## config.mk

```make
export PLATFORM = sky130hd
export DESIGN_NAME = masterBurstTracker
export DESIGN_NICKNAME = d
export VERILOG_FILES = /design/src/rtl/bmt_pkg.sv /design/src/rtl/bmtDatapath.sv /design/src/rtl/bmtControl.sv /design/src/rtl/masterBurstTracker.sv
export SDC_FILE = /design/constraint.sdc
export NUM_CORES = 1
export LEC_CHECK = 0
export CAP_MARGIN = 25
export CELL_PAD_IN_SITES_DETAIL_PLACEMENT = 1
export CELL_PAD_IN_SITES_GLOBAL_PLACEMENT = 2
export CORE_AREA = 2 2 90 92
export CTS_CLUSTER_DIAMETER = 120
export CTS_CLUSTER_SIZE = 20
export DETAILED_ROUTE_END_ITERATION = 10
export DIE_AREA = 0 0 92 94
export DONT_BUFFER_PORTS = 1
export PLACE_DENSITY = 0.74
export SYNTH_ARGS = -nofsm -noshare
export SYNTH_HDL_FRONTEND = slang
export SYNTH_SLANG_ARGS = --single-unit
export TNS_END_PERCENT = 30
```

## constraint.sdc

```tcl
create_clock -name clk -period 2.95 [get_ports clk]
set_clock_uncertainty 0.15 [all_clocks]
set_input_delay 0.295 -clock clk [delete_from_list [all_inputs] [get_ports clk]]
set_output_delay 0.295 -clock clk [all_outputs]
set_load 0.03 [all_outputs]
```

## src/rtl/bmt_pkg.sv

```systemverilog
package bmt_pkg;

  typedef enum logic [3:0] {
    PH_IDLE = 4'b0000,
    PH_ADDR = 4'b0001,
    PH_XFER = 4'b0010,
    PH_END  = 4'b0100,
    PH_FBB  = 4'b1000
  } phase_e;

  typedef enum logic [2:0] {
    TC_NORMAL   = 3'b000,
    TC_TIMEOUT  = 3'b001,
    TC_NORESP   = 3'b010,
    TC_TABORT   = 3'b011,
    TC_RETRY    = 3'b100,
    TC_DISCON   = 3'b101,
    TC_GNTLOST  = 3'b110,
    TC_LOCAL    = 3'b111
  } term_e;

  typedef struct packed {
    logic load;       // new burst accepted this cycle
    logic tick;       // latency timer decrement enable
    logic phaseDone;  // a data phase completes this cycle
    logic inXfer;     // data state, drives the device select watch
  } dpStrobe_t;

endpackage

```

## src/rtl/bmtDatapath.sv

```systemverilog
module bmtDatapath
  import bmt_pkg::*;
#(
  parameter int CNT_W       = 13,
  parameter int LAT_W       = 8,
  parameter int LINE_W      = 8,
  parameter int DEVSEL_WAIT = 4
) (
  input  logic              clk,
  input  logic              rstN,
  input  dpStrobe_t         strobe,
  input  logic [CNT_W-1:0]  burstLen,
  input  logic              wide64Req,
  input  logic              wide64Ack,
  input  logic [LAT_W-1:0]  latPreset,
  input  logic [LINE_W-1:0] lineWords,
  input  logic [LINE_W-1:0] startWord,
  input  logic              devSel,
  output logic [CNT_W-1:0]  burstCnt,
  output logic              cntIsOne,
  output logic              timerZero,
  output logic              lineEnd,
  output logic              devselExpired,
  output logic              anyData
);

  localparam int WAIT_W = $clog2(DEVSEL_WAIT + 1);
  localparam logic [WAIT_W-1:0] WAIT_LAST = WAIT_W'(DEVSEL_WAIT - 1);

  logic [LAT_W-1:0]  latTimer;
  logic [LINE_W-1:0] wordPos;
  logic [LINE_W-1:0] lastWord;
  logic [WAIT_W-1:0] waitCnt;
  logic              devselSeen;
  logic              doubleLen;

  assign doubleLen = wide64Req && !wide64Ack;
  assign lastWord  = lineWords - 1'b1;

  // burst down-counter
  always_ff @(posedge clk or negedge rstN) begin
    if (!rstN) begin
      burstCnt <= '0;
    end else if (strobe.load) begin
      burstCnt <= doubleLen ? {burstLen[CNT_W-2:0], 1'b0} : burstLen;
    end else if (strobe.phaseDone && burstCnt != '0) begin
      burstCnt <= burstCnt - 1'b1;
    end
  end

  // latency timer, saturating at zero
  always_ff @(posedge clk or negedge rstN) begin
    if (!rstN) begin
      latTimer <= '0;
    end else if (strobe.load) begin
      latTimer <= latPreset;
    end else if (strobe.tick && latTimer != '0) begin
      latTimer <= latTimer - 1'b1;
    end
  end

  // word position inside the cacheline
  always_ff @(posedge clk or negedge rstN) begin
    if (!rstN) begin
      wordPos <= '0;
      anyData <= 1'b0;
    end else if (strobe.load) begin
      wordPos <= startWord;
      anyData <= 1'b0;
    end else if (strobe.phaseDone) begin
      wordPos <= (wordPos >= lastWord) ? '0 : wordPos + 1'b1;
      anyData <= 1'b1;
    end
  end

  // device select watch
  always_ff @(posedge clk or negedge rstN) begin
    if (!rstN) begin
      waitCnt    <= '0;
      devselSeen <= 1'b0;
    end else if (strobe.load) begin
      waitCnt    <= '0;
      devselSeen <= 1'b0;
    end else if (strobe.inXfer) begin
      if (devSel) begin
        devselSeen <= 1'b1;
      end else if (!devselSeen && waitCnt != WAIT_LAST) begin
        waitCnt <= waitCnt + 1'b1;
      end
    end
  end

  assign cntIsOne      = (burstCnt == CNT_W'(1));
  assign timerZero     = (latTimer == '0);
  assign lineEnd       = (wordPos == lastWord);
  assign devselExpired = !devselSeen && !devSel && (waitCnt == WAIT_LAST);

endmodule

```

## src/rtl/bmtControl.sv

```systemverilog
module bmtControl
  import bmt_pkg::*;
(
  input  logic      clk,
  input  logic      rstN,
  input  logic      startReq,
  input  logic      mwiCmd,
  input  logic      busGrant,
  input  logic      targetReady,
  input  logic      targetStop,
  input  logic      devSel,
  input  logic      targetAbort,
  input  logic      localAbort,
  input  logic      cntIsOne,
  input  logic      timerZero,
  input  logic      lineEnd,
  input  logic      devselExpired,
  input  logic      anyData,
  output dpStrobe_t strobe,
  output phase_e    phase,
  output term_e     code,
  output logic      timeoutFlag
);

  phase_e phaseNext;
  logic   startOk;
  logic   phaseOk;
  logic   timeoutNow;
  logic   endNow;
  term_e  endCode;

  assign startOk    = startReq && (phase == PH_IDLE || phase == PH_END);
  assign phaseOk    = (phase == PH_XFER) && devSel && targetReady;
  assign timeoutNow = (phase == PH_XFER) && timerZero && !busGrant;

  // ending decision in the data state, ranked
  always_comb begin
    endNow  = 1'b0;
    endCode = TC_NORMAL;
    if (phase == PH_XFER) begin
      if (targetAbort) begin
        endNow  = 1'b1;
        endCode = TC_TABORT;
      end else if (devselExpired) begin
        endNow  = 1'b1;
        endCode = TC_NORESP;
      end else if (localAbort && !mwiCmd) begin
        endNow  = 1'b1;
        endCode = TC_LOCAL;
      end else if (targetStop) begin
        endNow  = 1'b1;
        endCode = (!targetReady && !anyData) ? TC_RETRY : TC_DISCON;
      end else if (phaseOk && cntIsOne) begin
        endNow  = 1'b1;
        endCode = TC_NORMAL;
      end else if (phaseOk && !mwiCmd && timeoutNow) begin
        endNow  = 1'b1;
        endCode = TC_TIMEOUT;
      end else if (phaseOk && mwiCmd && localAbort && lineEnd) begin
        endNow  = 1'b1;
        endCode = (timeoutFlag || timeoutNow) ? TC_TIMEOUT : TC_LOCAL;
      end
    end
  end

  always_comb begin
    phaseNext = phase;
    unique case (phase)
      PH_IDLE: if (startOk) phaseNext = PH_ADDR;
      PH_ADDR,
      PH_FBB:  phaseNext = busGrant ? PH_XFER : PH_END;
      PH_XFER: if (endNow) phaseNext = PH_END;
      PH_END:  phaseNext = startOk ? PH_FBB : PH_IDLE;
      default: phaseNext = PH_IDLE;
    endcase
  end

  always_ff @(posedge clk or negedge rstN) begin
    if (!rstN) begin
      phase <= PH_IDLE;
    end else begin
      phase <= phaseNext;
    end
  end

  always_ff @(posedge clk or negedge rstN) begin
    if (!rstN) begin
      code        <= TC_NORMAL;
      timeoutFlag <= 1'b0;
    end else if (startOk) begin
      code        <= TC_NORMAL;
      timeoutFlag <= 1'b0;
    end else begin
      if ((phase == PH_ADDR || phase == PH_FBB) && !busGrant) begin
        code <= TC_GNTLOST;
      end else if (endNow) begin
        code <= endCode;
      end
      if (timeoutNow) begin
        timeoutFlag <= 1'b1;
      end
    end
  end

  always_comb begin
    strobe.load      = startOk;
    strobe.tick      = (phase == PH_ADDR) || (phase == PH_FBB) || (phase == PH_XFER);
    strobe.phaseDone = phaseOk;
    strobe.inXfer    = (phase == PH_XFER);
  end

endmodule

```

## src/rtl/masterBurstTracker.sv

```systemverilog
module masterBurstTracker
  import bmt_pkg::*;
#(
  parameter int CNT_W       = 13,
  parameter int LAT_W       = 8,
  parameter int LINE_W      = 8,
  parameter int DEVSEL_WAIT = 4
) (
  input  logic              clk,
  input  logic              rstN,
  input  logic              startReq,
  input  logic [CNT_W-1:0]  burstLen,
  input  logic              wide64Req,
  input  logic              wide64Ack,
  input  logic              mwiCmd,
  input  logic              busGrant,
  input  logic              targetReady,
  input  logic              targetStop,
  input  logic              devSel,
  input  logic              targetAbort,
  input  logic [LAT_W-1:0]  latPreset,
  input  logic [LINE_W-1:0] lineWords,
  input  logic [LINE_W-1:0] startWord,
  input  logic              localAbort,
  output logic [3:0]        statusOut,
  output logic [2:0]        termCode,
  output logic              timeoutFlag,
  output logic [CNT_W-1:0]  burstCnt
);

  dpStrobe_t strobe;
  phase_e    phase;
  term_e     code;
  logic      cntIsOne;
  logic      timerZero;
  logic      lineEnd;
  logic      devselExpired;
  logic      anyData;

  bmtControl u_ctrl (
    .clk(clk), .rstN(rstN), .startReq(startReq), .mwiCmd(mwiCmd),
    .busGrant(busGrant), .targetReady(targetReady), .targetStop(targetStop),
    .devSel(devSel), .targetAbort(targetAbort), .localAbort(localAbort),
    .cntIsOne(cntIsOne), .timerZero(timerZero), .lineEnd(lineEnd),
    .devselExpired(devselExpired), .anyData(anyData),
    .strobe(strobe), .phase(phase), .code(code), .timeoutFlag(timeoutFlag)
  );

  bmtDatapath #(
    .CNT_W(CNT_W), .LAT_W(LAT_W), .LINE_W(LINE_W), .DEVSEL_WAIT(DEVSEL_WAIT)
  ) u_dp (
    .clk(clk), .rstN(rstN), .strobe(strobe), .burstLen(burstLen),
    .wide64Req(wide64Req), .wide64Ack(wide64Ack), .latPreset(latPreset),
    .lineWords(lineWords), .startWord(startWord), .devSel(devSel),
    .burstCnt(burstCnt), .cntIsOne(cntIsOne), .timerZero(timerZero),
    .lineEnd(lineEnd), .devselExpired(devselExpired), .anyData(anyData)
  );

  assign statusOut = phase;
  assign termCode  = code;

endmodule

```

* Word-level counts from Yosys, hierarchy flattened
Cells that the tools add are included.
** Storage, ports and cells
- Output and inout port bits :: 21
- Bits in registers :: 42
- Input port bits :: 49
- Word-level logic and storage cells :: 118
** Cells by class
- Reductions and logical operators :: 47
- Add/subtract/negate cells :: 5
- Equal/unequal tests :: 11
- Magnitude comparators :: 1
- Muxes and demuxes :: 45
** Operators by type and width (number)
- $mux 3 :: 17
- $mux 8 :: 5
- $mux 13 :: 3
- $logic_and 1x1->1 :: 20
- $mux 1 :: 16
- $pmux 4 s4 :: 1
- $sub 8x1->8 const B :: 2
- $reduce_bool 2->1 :: 7
- $eq 13x1->1 const B :: 1
- $reduce_bool 13->1 :: 1
- $sub 13x1->13 const B :: 1
- $mux 4 :: 3
- $add 8x1->8 const B :: 1
- $eq 8x8->1 :: 1
- $ge 8x8->1 :: 1
- $logic_not 8->1 :: 1
- $reduce_bool 8->1 :: 1
- $logic_not 1->1 :: 7
- $ne 2x1->1 const B :: 3
- $eq 4x1->1 const B :: 1
- $eq 4x2->1 const B :: 1
- $eq 4x3->1 const B :: 1
- $eq 4x4->1 const B :: 1
- $logic_not 4->1 :: 1
- 8 further kinds :: 12

* Longest topological paths before layout
Gate-level depths: netlist of the first run.
- Depth after elaboration :: 17
- Gate-level depth with buffers :: 12

* Modules after synthesis
Synthesis of the first run repeated with hierarchy kept, for this count alone.
** Second synthesis, totals
- Cell total of the unflattened synthesis :: 335
- Area, all modules :: 3050.4 µm²
** Modules (own cells, without submodules)
- bmtDatapath :: cells an instance 267, area each 2441.1 µm², instances 1, sequential area each 850.8 µm²
- bmtControl :: cells an instance 68, area each 609.3 µm², instances 1, sequential area each 200.2 µm²

* Least setup slack after synthesis of the first run
OpenSTA, ideal clock, no wires.
- Kind :: in2reg
- From :: input lineWords[5]
- To :: register u_ctrl.code[2]
- Setup time :: 0.126 ns
- Arrival :: 2.695 ns
- Data required time :: 2.674 ns
- Setup slack :: -0.021 ns
- Stages on the path :: 9
- Path through :: or4_1 > nor4_1 > xnor2_1 > ha_1 > nand4_1 > or4_4 > o31ai_4 > o31ai_4 > a311o_1
** Between the ends
- Word-level cells in the longest chain between the ends :: 14
** RTL lines
- start, declared :: line masterBurstTracker.sv:22 : input logic [LINE_W-1:0] lineWords,
- $sub 8x1->8 * :: line bmtDatapath.sv:38 : assign lastWord = lineWords - 1'b1;
- $eq 8x8->1 * :: line bmtDatapath.sv:95 : assign lineEnd = (wordPos == lastWord);
- $logic_and 1x1->1 * :: line bmtControl.sv:59 : end else if (phaseOk && mwiCmd && localAbort && lineEnd) begin
- $mux 3 :: line bmtControl.sv:59
- $mux 3 :: line bmtControl.sv:56 : end else if (phaseOk && !mwiCmd && timeoutNow) begin
- $mux 3 :: line bmtControl.sv:53 : end else if (phaseOk && cntIsOne) begin
- $mux 3 :: line bmtControl.sv:50 : end else if (targetStop) begin
- $mux 3 :: line bmtControl.sv:47 : end else if (localAbort && !mwiCmd) begin
- $mux 3 :: line bmtControl.sv:44 : end else if (devselExpired) begin
- $mux 3 :: line bmtControl.sv:41 : if (targetAbort) begin
- $mux 3 :: line bmtControl.sv:40 : if (phase == PH_XFER) begin
- $mux 3 :: line bmtControl.sv:96 : end else if (endNow) begin
- $mux 3 :: line bmtControl.sv:94 : if ((phase == PH_ADDR || phase == PH_FBB) && !busGrant) begin
- $mux 3 :: line bmtControl.sv:90 : end else if (startOk) begin
- end signal, assigned :: line bmtControl.sv:97 : code <= endCode;
- end, declared :: line bmtControl.sv:21 : output term_e code,
Mark *: on every way between the ends. The rest lies on a longest branch, timed or not. The select of a mux whose other input is x is not followed.
A chain may end at the register's enable or synchronous reset.

* Final worst setup path of the first run
Ends and elaborated chain as after synthesis.

==> run summary, run 1 <==
Fin. max-slew vios = 0
Setup TNS = 0 ps
Fmax = 355 MHz
Worst EP arrival = 2840 ps
Std-Cell Rows = 32
CP Data Required Time = 2980 ps
Avg Inst Size Synth = 9.25 sq um
Max-slew headroom = 54.4%
CTS Sinks = 42
Largest net degree at the start of global routing = 43
Worst-path clk slew = 80 ps
Dominant synthesized flop cell = dfrtp_1
Max-cap violations = 0
Sequential share of the synthesized area = 36.8%
Total Routing Usage GR = 18.8%
Area grow syn2layout = 18.0%
Worst hold path class = primary input to flop
Crit share post-route = 95.4%
Placer congestion estimate = 0.780
TritonCTS Buffers = 5
Die W = 92 um
Setup crit end kind = flop
Cell variety after synth = 49
Nets@finish = 405
Number of synthesized register bits = 42
IO Pins = 70
Via Count = 2,438
Leakage = 1.34 nW
Die area = 0.00865 sq mm
Inserted Diodes = 0
Worst-path fanout max = 5
Starting Density = 37.6%
HPWL Detailed = 5.93 mm
Endpoints failing hold = 0
Cells after synthesis = 309
Synth warn = 0
Remaining DRCs = 0
Drt initial violations = 51
Root buffer cell = clkbuf_8
Setup violators final = 0
CTS tree = yes
Vias in the first global route = 2,544
WL/cell = 17.6 um
Final core utilization = 44.3%
Max H-tree Level = 2
Async SR Flop Fraction = 100%
EDFF count, synth = 0
Total global routing overflow = 0
Final min period = 2810 ps
Fill cells = 880
Core area = 0.00761 sq mm
First-pass GRT wire length = 12.8 mm
VDD IR max = 0.307 mV
Die height = 94 um
Synthesized net count = 373
Design Area, Final = 0.00337 sq mm
DRT Pass-1 Iters = 4
Startpoint type of the worst setup path = primary input
Via-to-Cell Ratio = 5.50
Syn Std Cell Area = 0.00286 sq mm
RSZ-0062 raised after global routing = true
Hold Worst Slack = 21.5 ps
DP Area = 0.00311 sq mm
Worst Max-Slew Pin Slew = 678 ps
Status = completed
Antenna violations before repair = 0
Routed Antenna Nets = 0
Clock network latency to the later pin of the worst-skew pair = 290 ps
Clock Tree Buf Depth = 2
Routed WL = 7.81 mm
Share of cells above drive strength 1 = 14.1%
Pwr dens = 932 mW/mm^2
Critical path class = primary input to flop
IO buf count = 0
-- final cells by class --
| class | count | area, sq um | area share [%] |
|---|---|---|---|
| flip-flops and latches | 42 | 1050 | 31.2 |
| repair buffers | 37 | 333 | 9.87 |
| well taps | 102 | 128 | 3.78 |
| multi-input cells | 242 | 1730 | 51.4 |
| clock buffers | 5 | 68.8 | 2.04 |
| inverters | 13 | 48.8 | 1.45 |
| clock inverters | 2 | 10.0 | 0.297 |
-- metrics by stage --
| stage | instances | power [mW] | setup slack [ps] |
|---|---|---|---|
| after floorplan | 309 | 2.26 | 31.0 |
| after global placement | 421 | 2.73 | -126 |
| after detailed placement | 421 | 2.78 | -198 |
| after CTS | 443 | 3.18 | 109 |
| after global routing | 443 | 3.43 | -20.2 |
| final | 443 | 3.14 | 137 |
-- logic make-up (layout without fill, tap and decap cells) --
family,count (synthesis),in the layout,share of synthesized area (%)
and+or+nand+nor,129,129,25.9
DFF,42,42,36.8
buffers and inverters,25,57,3.63
muxes,6,6,2.23
AOI/OAI and AO/OA,70,70,18.2
adders and majority gates,15,15,6.56
xor gates and xnor gates,22,22,6.74
-- flip-flops by register name, summed over array words and instances (netlist names) --
name	flops
u_ctrl.code	3
u_ctrl.phase	4
u_ctrl.timeoutFlag	1
u_dp.anyData	1
u_dp.burstCnt	13
u_dp.devselSeen	1
u_dp.latTimer	8
u_dp.waitCnt	3
u_dp.wordPos	8
-- power breakdown --
part	internal [mW]	switching, mW
combinational	0.703	0.910
clock	0.159	0.199
sequential	0.832	0.343
-- metal layers --
metal  wire length (um)  track usage (%)  up-vias
met3                422             5.78        6
met2               3710             30.8       44
met4                 69             3.73        0
li1                   -                -     1211
met5                  0                0        -
met1               3610             24.7     1177
-- worst max-delay path: stages --
cell     delay [ps]
or4_1           590
nor4_4          170
xnor2_1         100
ha_1            310
nand4_1         160
or4_4           600
o31ai_4         110
o31ai_4         130
a311o_1         380
-- worst paths after layout --
check	start	end	slack, ps	cells after the start
worst min-delay path	devSel	u_dp.devselSeen	20	2
max in group asynchronous	rstN	u_dp.anyData	2070	2
worst min register to register	u_dp.anyData	u_dp.anyData	360	2
worst max-delay path	lineWords[5]	u_ctrl.code[2]	140	9
worst max register to register	u_dp.burstCnt[9]	u_dp.burstCnt[9]	310	6
min in group asynchronous	rstN	u_dp.wordPos[7]	380	2
-- cell usage after synthesis, drive strengths merged, types with 8 or more instances --
library cell / count / share of area [%]
a211oi: 8 / 2.1
a21oi: 15 / 2.6
a221o: 8 / 2.8
clkbuf: 9 / 1.2
dfrtp: 42 / 37
ha: 15 / 6.6
inv: 13 / 1.7
nand2: 23 / 3.0
nand3: 13 / 2.3
nor2: 19 / 2.5
nor2b: 14 / 3.1
nor3: 12 / 2.1
o21ai: 15 / 2.6
xnor2: 18 / 5.5
-- cell usage in the layout (no fill, tap or decap), types with 5 or more instances in the layout --
cell           count
and2_1             6
clkbuf_8           5
a211oi_1           8
buf_4             22
inv_1             13
o211ai_1           6
and3_1             6
xnor2_1           18
ha_1              15
nor4_1             5
nor2b_1           14
a21oi_1           14
o21ai_0           15
a221o_1            8
nor2_1            19
nand2_1           23
nand3_1           13
dlygate4sd3_1     14
nor3_1            11
dfrtp_1           42
-- repair_timing --
action	CTS	global route
hold buffers	15	0
resized for setup	0	3
buffers inserted	0	0
endpoints found under the setup margin	0	11
hold endpoints to repair	55	0
No activity file was read; power rests on OpenSTA's default activity.
==> inputs of run 2 (changes only) <==
Settings changed: CTS_CLUSTER_SIZE 20 to not set, PLACE_DENSITY 0.74 to 0.79.
==> run summary, run 2 (same netlist as run 1, synthesis figures left out) <==
Worst-path fanout max = 5
CP Data Required Time = 2940 ps
Multi-input gate area in the final layout = 0.00172 sq mm
Die height = 94 um
Setup bufs post-CTS = 0
Fmax = 347 MHz
Die W = 92 um
RSZ-0062 raised after global routing = false
Worst hold path class = primary input to flop
Final core utilization = 44.5%
Most common cell after layout, fill and taps aside = dfrtp_1
Leakage = 1.35 nW
Antenna violations before repair = 0
Max FFs per register = 13
Worst Max-Slew Pin Slew = 752 ps
Root buffer cell = clkbuf_8
Total power = 3.24 mW
Status = completed
Crit-path cells = or4_1, nor4_2, xnor2_1, ha_1, nand4_1, or4_4, o31ai_4, o31ai_4, nor3_1, a2111oi_2
Commonest cells after routing, fill and taps aside = dfrtp_1, nand2_1, buf_4
R2r setup slk = 370 ps
Highest cell delay on the worst timing path = 620 ps
Largest net degree at the start of global routing = 43
Critical-path top delay cell = or4_4
Placer congestion estimate = 0.806
Startpoint type of the worst setup path = primary input
Worst R2R Start = u_ctrl.phase[0]
Max-cap violations = 0
HPWL Detailed = 5.77 mm
Clock network latency to the later pin of the worst-skew pair = 300 ps
Core area = 0.00761 sq mm
Worst-path clk slew = 90 ps
Inserted Diodes = 0
Share of cells above drive strength 1 = 13.2%
Most used cell, CP = o31ai_4
Fin. max-slew vios = 0
IO Pins = 70
Area grow syn2layout = 18.5%
WL/cell = 17.5 um
Total Routing Usage GR = 19.0%
Hold EP = u_dp.burstCnt[8]
Fill cells = 891
Critical path class = primary input to flop
Largest registers = u_dp.burstCnt: 13 flops, u_dp.latTimer: 8 flops, u_dp.wordPos: 8 flops
TritonCTS Buffers = 5
Remaining DRCs = 0
Max H-tree Level = 2
Drt initial violations = 66
Setup violators final = 0
Die area = 0.00865 sq mm
Reg2Reg Depth = 6
Nets@finish = 405
Via-to-Cell Ratio = 5.58
Final min period = 2890 ps
CTS Sinks = 42
Vias in the first global route = 2,632
Max-slew headroom = 49.4%
Clock Tree Buf Depth = 2
Register area = 0.00105 sq mm
VDD IR max = 0.343 mV
IO buf count = 0
HP Start = burstLen[7]
Pwr dens = 956 mW/mm^2
Std-Cell Rows = 32
Crit share post-route = 97.8%
DRT Pass-1 Iters = 4
First-pass GRT wire length = 13.1 mm
Routed Antenna Nets = 0
Largest Register = u_dp.burstCnt
Starting Density = 37.6%
Worst EP arrival = 2880 ps
Crit Reg-Reg Endpoint = u_dp.burstCnt[7]
Routed WL = 7.77 mm
WHS Path Cells = 2
Total global routing overflow = 0
Endpoints failing hold = 0
Via Count = 2,479
Setup crit end kind = flop
CTS tree = yes
-- run 2: cell type report --
cell class	count	area share (%)
Multi-Input combinational cell	242	50.7
Sequential cell	42	31.0
Timing Repair Buffer	37	9.90
Tap cell	102	3.77
Clock buffer	7	2.25
Inverter	13	1.44
Clock inverter	1	0.886
-- run 2: power breakdown --
group | internal, mW | switching (mW)
Sequential | 0.832 | 0.339
Clock | 0.254 | 0.204
Combinational | 0.698 | 0.911
Total | 1.78 | 1.45
-- run 2: worst max path at each step --
stage | endpoint | depth (start not counted) | from
after global routing | u_dp.wordPos[4] | 10 | lineWords[5]
after detailed placement | u_ctrl.code[0] | 9 | lineWords[5]
after floorplan | u_ctrl.code[2] | 9 | lineWords[5]
final | u_ctrl.code[0] | 10 | lineWords[5]
after global placement | u_ctrl.code[1] | 9 | lineWords[5]
after CTS | u_ctrl.code[0] | 9 | lineWords[5]
-- run 2: layer usage --
metal / up-vias / GRT usage [%] / wire (um)
li1: 1209 / - / -
met1: 1214 / 24.9 / 3560
met2: 49 / 31.6 / 3720
met3: 7 / 5.14 / 425
met4: 0 / 4.10 / 69
met5: - / 0 / 0
-- run 2: stage by stage --
stage	TNS [ps]	hold WS (ps)	setup slack, ps	std cells	instance area (sq um)
floorplan	0	-151	31.0	309	2870
global placement	-646	-149	-85.7	420	3100
detailed placement	-1680	-149	-216	420	3100
CTS	0	22.4	118	444	3390
global route	0	35.4	6.96	444	3390
finish	0	25.6	64.2	444	3390
-- run 2: what timing repair did --
action	CTS	global route
hold buffers	16	0
setup endpoints to repair	0	1
gates resized for setup	0	1
hold endpoints to repair	56	0
-- run 2: critical path, delay by kind of cell --
| family | cells | cell delay, ps |
|---|---|---|
| AO/OA/AOI/OAI | 3 | 310 |
| adder cells (fa/ha/maj) | 1 | 320 |
| XOR/XNOR | 1 | 100 |
| AND/OR/NAND/NOR | 5 | 1850 |
==> inputs of run 3 (changes only) <==
Settings changed: ABC_CLOCK_PERIOD_IN_PS set to 2950.
==> results of run 3 <==
The final DEF is identical to that of run 2; final timing and power are the same.
